**src/rtl/flash_lock_pkg.sv**
```systemverilog
package flash_lock_pkg;

  typedef enum logic [7:0] {
    OP_RANGE_START = 8'h10,
    OP_RANGE_END   = 8'h11,
    OP_LOCK_ALL    = 8'h21,
    OP_LOCK_TIGHT  = 8'h31
  } lock_op_e;

endpackage

```
**src/rtl/flash_lock_state.sv**
```systemverilog
module flash_lock_state
  import flash_lock_pkg::*;
#(
  parameter int BLK_W = 10
) (
  input  logic             clk,
  input  logic             rst,
  input  logic             cmd_valid,
  input  logic [7:0]       cmd_op,
  input  logic [BLK_W-1:0] cmd_blk,
  output logic             glock,
  output logic             tight,
  output logic             win_vld,
  output logic [BLK_W-1:0] win_lo,
  output logic [BLK_W-1:0] win_hi
);

  logic             pend_q;
  logic [BLK_W-1:0] start_q;
  logic             accept;

  // commands are dropped entirely once the tight latch is set
  assign accept = cmd_valid && !tight;

  always_ff @(posedge clk) begin
    if (rst) begin
      glock   <= 1'b0;
      tight   <= 1'b0;
      win_vld <= 1'b0;
      win_lo  <= '0;
      win_hi  <= '0;
      pend_q  <= 1'b0;
      start_q <= '0;
    end else if (accept) begin
      case (cmd_op)
        OP_RANGE_START: begin
          start_q <= cmd_blk;
          pend_q  <= 1'b1;
        end
        OP_RANGE_END: begin
          pend_q <= 1'b0;
          if (pend_q && (start_q < cmd_blk)) begin
            win_lo  <= start_q;
            win_hi  <= cmd_blk;
            win_vld <= 1'b1;
          end
        end
        OP_LOCK_ALL: begin
          glock   <= 1'b1;
          win_vld <= 1'b0;
        end
        OP_LOCK_TIGHT: begin
          tight <= 1'b1;
        end
        default: ;
      endcase
    end
  end

endmodule

```
**src/rtl/flash_lock_window.sv**
```systemverilog
module flash_lock_window #(
  parameter int BLK_W = 10
) (
  input  logic [BLK_W-1:0] blk,
  input  logic             glock,
  input  logic             win_vld,
  input  logic [BLK_W-1:0] win_lo,
  input  logic [BLK_W-1:0] win_hi,
  output logic             writable
);

  logic above_lo;
  logic below_hi;

  assign above_lo = (blk >= win_lo);
  assign below_hi = (blk <= win_hi);
  assign writable = !glock || (win_vld && above_lo && below_hi);

endmodule

```
**src/rtl/flash_lock_resp.sv**
```systemverilog
module flash_lock_resp (
  input  logic clk,
  input  logic rst,
  input  logic req_valid,
  input  logic writable,
  input  logic irq_clr,
  output logic resp_valid,
  output logic resp_ok,
  output logic irq_locked
);

  logic refuse;

  assign refuse = req_valid && !writable;

  always_ff @(posedge clk) begin
    if (rst) begin
      resp_valid <= 1'b0;
      resp_ok    <= 1'b0;
      irq_locked <= 1'b0;
    end else begin
      resp_valid <= req_valid;
      resp_ok    <= req_valid && writable;
      // a new refusal has priority over the clear pulse
      if (refuse)
        irq_locked <= 1'b1;
      else if (irq_clr)
        irq_locked <= 1'b0;
    end
  end

endmodule

```
**src/rtl/flash_lock_mgr.sv**
```systemverilog
module flash_lock_mgr #(
  parameter int BLK_W = 10
) (
  input  logic             clk,
  input  logic             rst,
  input  logic             cmd_valid,
  input  logic [7:0]       cmd_op,
  input  logic [BLK_W-1:0] cmd_blk,
  input  logic             req_valid,
  input  logic [BLK_W-1:0] req_blk,
  input  logic             irq_clr,
  output logic             resp_valid,
  output logic             resp_ok,
  output logic             irq_locked
);

  logic             glock;
  logic             tight;
  logic             win_vld;
  logic [BLK_W-1:0] win_lo;
  logic [BLK_W-1:0] win_hi;
  logic             writable;

  flash_lock_state #(.BLK_W(BLK_W)) u_state (
    .clk       (clk),
    .rst       (rst),
    .cmd_valid (cmd_valid),
    .cmd_op    (cmd_op),
    .cmd_blk   (cmd_blk),
    .glock     (glock),
    .tight     (tight),
    .win_vld   (win_vld),
    .win_lo    (win_lo),
    .win_hi    (win_hi)
  );

  flash_lock_window #(.BLK_W(BLK_W)) u_win (
    .blk      (req_blk),
    .glock    (glock),
    .win_vld  (win_vld),
    .win_lo   (win_lo),
    .win_hi   (win_hi),
    .writable (writable)
  );

  flash_lock_resp u_resp (
    .clk        (clk),
    .rst        (rst),
    .req_valid  (req_valid),
    .writable   (writable),
    .irq_clr    (irq_clr),
    .resp_valid (resp_valid),
    .resp_ok    (resp_ok),
    .irq_locked (irq_locked)
  );

endmodule

```
**config.mk**
```make
export PLATFORM = sky130hd
export DESIGN_NAME = flash_lock_mgr
export DESIGN_NICKNAME = d
export VERILOG_FILES = /design/src/rtl/flash_lock_pkg.sv /design/src/rtl/flash_lock_state.sv /design/src/rtl/flash_lock_window.sv /design/src/rtl/flash_lock_resp.sv /design/src/rtl/flash_lock_mgr.sv
export SDC_FILE = /design/constraint.sdc
export NUM_CORES = 1
export LEC_CHECK = 0
export BUFFER_PORTS_ARGS = -buffer_cell sky130_fd_sc_hd__buf_4
export CAP_MARGIN = 10
export CORE_UTILIZATION = 25
export CTS_CLUSTER_DIAMETER = 80
export DETAILED_ROUTE_END_ITERATION = 12
export PLACE_DENSITY = 0.39
export SYNTH_ARGS = -nofsm -noshare
export SYNTH_HDL_FRONTEND = slang
export SYNTH_SLANG_ARGS = --single-unit
```
**constraint.sdc**
```tcl
create_clock -name clk -period 2.4 [get_ports clk]
set_input_delay 0.36 -clock clk [delete_from_list [all_inputs] [get_ports clk]]
set_output_delay 0.36 -clock clk [all_outputs]
set_load 0.05 [all_outputs]
```
**After elaboration in Yosys (flattened, before gate mapping)**

Index checks and enable logic that the tools add are counted.

- Output and inout port bits: 3
- Bits in registers: 37
- Word-level logic and storage cells: 42

- Order comparisons: 3
- Reduce and logical (&&, ||, !) cells: 19
- Equal/unequal tests: 5
- Muxes and demuxes: 5

Operator list:

| cell | number |
|---|---|
| $eq A8 B5 Y1 const B | 2 |
| $eq A8 B6 Y1 const B | 2 |
| $ge A10 B10 Y1 | 1 |
| $le A10 B10 Y1 | 1 |
| $lt A10 B10 Y1 | 1 |
| $reduce_and A2 Y1 | 4 |
| $logic_and A1 B1 Y1 | 6 |
| $reduce_and A3 Y1 | 2 |
| $reduce_bool A2 Y1 | 3 |
| $pmux W1 S2 | 2 |
| $logic_not A1 Y1 | 3 |
| $mux W1 | 3 |
| $ne A2 B1 Y1 const B | 1 |
| $logic_or A1 B1 Y1 | 1 |

**Longest topological paths before layout**

- Depth in word-level cells: 7
- Gate-level depth with buffers: 9

**By module**

Synthesis repeated with hierarchy kept, for this count alone.

- Cell total of the unflattened synthesis: 251
- Area total of the unflattened synthesis: 2,280.9 µm²

By module, submodules not included:

| module | times used | area an instance (µm²) | seq. area each (µm²) | cells each |
|---|---|---|---|---|
| flash_lock_state | 1 | 1,680.4 | 680.7 | 174 |
| flash_lock_window | 1 | 503.0 | 0.0 | 69 |
| flash_lock_resp | 1 | 97.6 | 60.1 | 8 |

**Least setup slack after synthesis**

OpenSTA, ideal clock, no wires.

- Path type: input port to flip-flop
- From: in cmd_blk[7]
- To: reg u_state.win_hi[0]
- Data required time: 2.272 ns
- Path slack: 0.168 ns
- Setup time: 0.128 ns
- Stages: 8
- Arrival time: 2.105 ns
- Cell sequence: inv_1 > ha_1 > and4_1 > a2111o_1 > a311oi_4 > buf_6 > mux2i_1 > nor2_1

- Cells in the longest elaborated chain, start to end: 3

Ends and longest elaborated chain:

| element | RTL line | text |
|---|---|---|
| start, declared | flash_lock_mgr.sv:8 | `input logic [BLK_W-1:0] cmd_blk,` |
| $lt A10 B10 Y1 | flash_lock_state.sv:42 | `if (pend_q && (start_q < cmd_blk)) begin` |
| $logic_and A1 B1 Y1 | flash_lock_state.sv:42 |  |
| $reduce_and A3 Y1 (no source line) | n/a |  |
| end signal, assigned | flash_lock_state.sv:44 | `win_hi <= cmd_blk;` |
| end, declared | flash_lock_state.sv:15 | `output logic [BLK_W-1:0] win_hi` |

Every way passes these cells.
A chain may end at the register's enable or synchronous reset.

**Worst setup path in the final report**

- From: reg u_state.start_q[7]
- To: reg u_state.win_hi[1]

- Cells in the longest elaborated chain, start to end: 3

Ends and longest elaborated chain:

| element | RTL line | text |
|---|---|---|
| start, declared | flash_lock_state.sv:19 | `logic [BLK_W-1:0] start_q;` |
| start signal, assigned | flash_lock_state.sv:37 | `start_q <= cmd_blk;` |
| $lt A10 B10 Y1 | flash_lock_state.sv:42 |  |
| $logic_and A1 B1 Y1 | flash_lock_state.sv:42 |  |
| $reduce_and A3 Y1 (no source line) | n/a |  |

Every way passes these cells.

==> impl_metrics.csv <==
group,metric,value,unit
synth,synth-compound-area-share,9.41,%
sta,maxSlewViolCount,0,
clocking,path_clk_slew,0.08,ns
route,num_vias,1598,
route,firstDrtPassIters,4,
sta,finalClockSkew,0.00796,ns
finish,fillers,891,
clocking,cts_hold_buf,0,
place,io_buffers,35,
floorplanning,std_cell_rows,32,
floorplanning,die_x,92.8,um
sta,slew_headroom,71.9,%
synth,synthMuxAreaShare,14.6,%
run_status,status,"finished, final reports clean",
route,route.detailed.wl_per_inst,12.8,um
floorplanning,dieArea,8620,um2
synth,synth_xor_area_share,0,%
power_and_ir_drop,p_leak,1.04,nW
place,dp_hpwl,3600,um
sta,hold_slack,0.316,ns
worst_setup_path,crit_path_start_kind,"flip-flop",
sta,setup_viol,0,
grt,grt_usage,12.0,%
worst_setup_path,cp.arrival,2.42,ns
worst_setup_path,r2r_cells,7,
power_and_ir_drop,power_density,464,nW/um2
synth,syn_nets,289,
synth,ys_seq_area_share,35.9,%
route,vias_per_cell,4.32,
route,drt.antenna.violating_nets,0,
clocking,cts_tree,"built",
worst_setup_path,required,2.57,ns
route,wl,4750,um
sta,tightest_slew,0.422,ns
finish,multi_input_area,1160,um2
finish,nNetsFinal,329,
finish,regArea,741,um2
floorplanning,start_util,26.3,%
power_and_ir_drop,p_total,1.18,mW
grt,overflow,0,
clocking,cts.sink_count,37,
worst_setup_path,worst_setup_path_end_kind,"flip-flop",
sta,grt_setup_unrepaired,"no",
synth,synth_warnings,0,
clocking,cts_setup_buffers,0,
finish,areaGrowthSynthToFinish,23.3,%
synth,synth_top_area_cell,"dfxtp_1",
sta,fin_crit,2.25,ns
route,drc,0,
clocking,insertion_delay,0.29,ns
hold_path,min_path_cells,3,
sta,fmax,0.445,GHz
route,drtIter0Drc,82,
clocking,cts-resized-gates,0,
synth,synth-simple-area-share,14.8,%
synth,synth_cells,227,
clocking,ctsHtreeMaxLevel,2,
sta,period_share,93.6,%
synth,ys_types,32,
grt,grt_max_degree,37,
grt,grt_pass1_wl,7840,um
place,dpl_cell_area,2460,um2
floorplanning,core_area,7850,um2
synth,synthAdderAreaFrac,17.6,%
grt,antenna_found_initial,0,
job,max_cap_viol_count,0,
hold_path,min_path_type,"in2reg",
floorplanning,num_io_pins,36,
finish,drive_gt1_share,19.0,%
synth,postSynthAreaPerCell,9.08,um2
clocking,cts_buffers,5,
clocking,cts-root-buf,"clkbuf_8",
synth,synth_area,2060,um2
synth,synth_top_family_by_area,"adder cells",
finish,post-route-util,32.4,%
power_and_ir_drop,ir_worst_vdd,0.183,mV
sta,fin_setup_tns,0,ns
worst_setup_path,rrSetupSlack,0.15,ns
sta,hold_viol_final,0,
worst_setup_path,path_class,"reg2reg",
finish,post-route-cell-area,2540,um2
grt,first_global_vias,1532,
synth,yosysTopAreaCellShare,35.9,%
clocking,cts_max_path_buffers,2,
synth,synthTopCellsByArea,"dfxtp_1 36%, ha_1 18%, mux2i_1 15%",
place,place_congestion,0.744,
synth,synth-seq-cells,37,
finish,diodes,0,
floorplanning,dieHeight,92.8,um
worst_setup_path,worstPathMaxFanout,21,
==> path summary, 6_finish.rpt <==
kind,startpoint,endpoint
hold reg to reg,u_state.tight$_SDFFE_PP0P_,u_state.tight$_SDFFE_PP0P_
hold / removal,cmd_blk[2],u_state.win_hi[2]$_SDFFE_PP0P_
setup reg to reg,u_state.start_q[7]$_SDFFE_PP0P_,u_state.win_hi[1]$_SDFFE_PP0P_
setup / recovery,u_state.start_q[7]$_SDFFE_PP0P_,u_state.win_hi[1]$_SDFFE_PP0P_
==> metal layers <==
metal	vias to the layer above	part of all wire, %	track usage [%]
met5	-	0	0
met4	0	1.3	3.85
met3	7	2.5	2.46
met2	22	43	17.8
met1	726	53	17.2
li1	843	-	-
==> cell usage in the layout, fill, tap and decap left out, types with 3 or more instances in the layout <==
cell type,synthesis,final
inv_1,30,30
a211oi_1,3,3
nand3_1,4,4
nor2_1,43,43
dfxtp_1,37,37
clkbuf_8,0,5
ha_1,29,29
a21oi_1,11,11
nand2_1,5,5
buf_4,0,39
mux2i_1,30,30
o21ai_0,4,4
a21o_1,3,3
==> registers in the layout (all words and copies together) (netlist names) <==
name / flops
u_resp.resp_valid: 1
u_state.win_lo: 10
u_state.pend_q: 1
u_resp.resp_ok: 1
u_state.win_hi: 10
u_state.tight: 1
u_state.win_vld: 1
u_state.start_q: 10
u_state.glock: 1
u_resp.irq_locked: 1
==> critical path, cell delays in order (launching register included) <==
cell      delay [ns]
dfxtp_1         0.39
ha_1            0.27
and4_1          0.21
a2111o_1        0.44
a311oi_4        0.31
buf_12          0.24
mux2i_1         0.21
nor2_1          0.05
==> layout make-up <==
class,count,share of cell area (%)
multi-input combinational,152,45.7
timing repair buffer,40,12.3
inverter,31,4.58
clock buffer,6,2.85
tap,102,5.02
clock inverter,2,0.394
sequential,37,29.1
==> through the flow <==
stage / setup slack (ns) / instances
2_1_floorplan: 0.168 / 227
3_3_place_gp: 0.0293 / 362
3_5_place_dp: 0.0147 / 362
4_1_cts: 0.158 / 370
5_1_grt: 0.00495 / 370
6_report: 0.155 / 370
==> synth_stat cells <==
library cell / number
nand2b_1: 2
nand3_1: 4
nand4_1: 2
nand4b_1: 1
nor4b_4: 1
o22ai_1: 1
o21ai_0: 4
a31o_2: 1
nor2_1: 43
nor2b_1: 2
a21boi_0: 1
a211oi_1: 3
a311oi_4: 1
buf_6: 2
a21o_1: 3
clkbuf_1: 4
inv_2: 1
inv_1: 30
and4_1: 1
a2111o_1: 1
mux2i_1: 30
nand3b_1: 1
o31a_1: 1
nand2_1: 5
nor3b_1: 1
a21oi_1: 11
dfxtp_1: 37
nor3_1: 1
or3_1: 1
buf_2: 1
ha_1: 29
o21ai_1: 1
==> kinds of logic (layout without fill, tap and decap cells) <==
family / Yosys count / count (layout)
fa+ha+maj: 29 / 29
compound gates: 28 / 28
flops: 37 / 37
buf+inv: 38 / 79
simple gates: 65 / 65
mux: 30 / 30
==> power breakdown <==
part / internal [mW] / total, mW / leakage, nW / switching [mW]
clock: 0.202 / 0.433 / 0.0450 / 0.232
combinational: 0.0644 / 0.129 / 0.692 / 0.0651
sequential: 0.615 / 0.616 / 0.298 / 0.000667
Power figures use the tool's default switching activity.
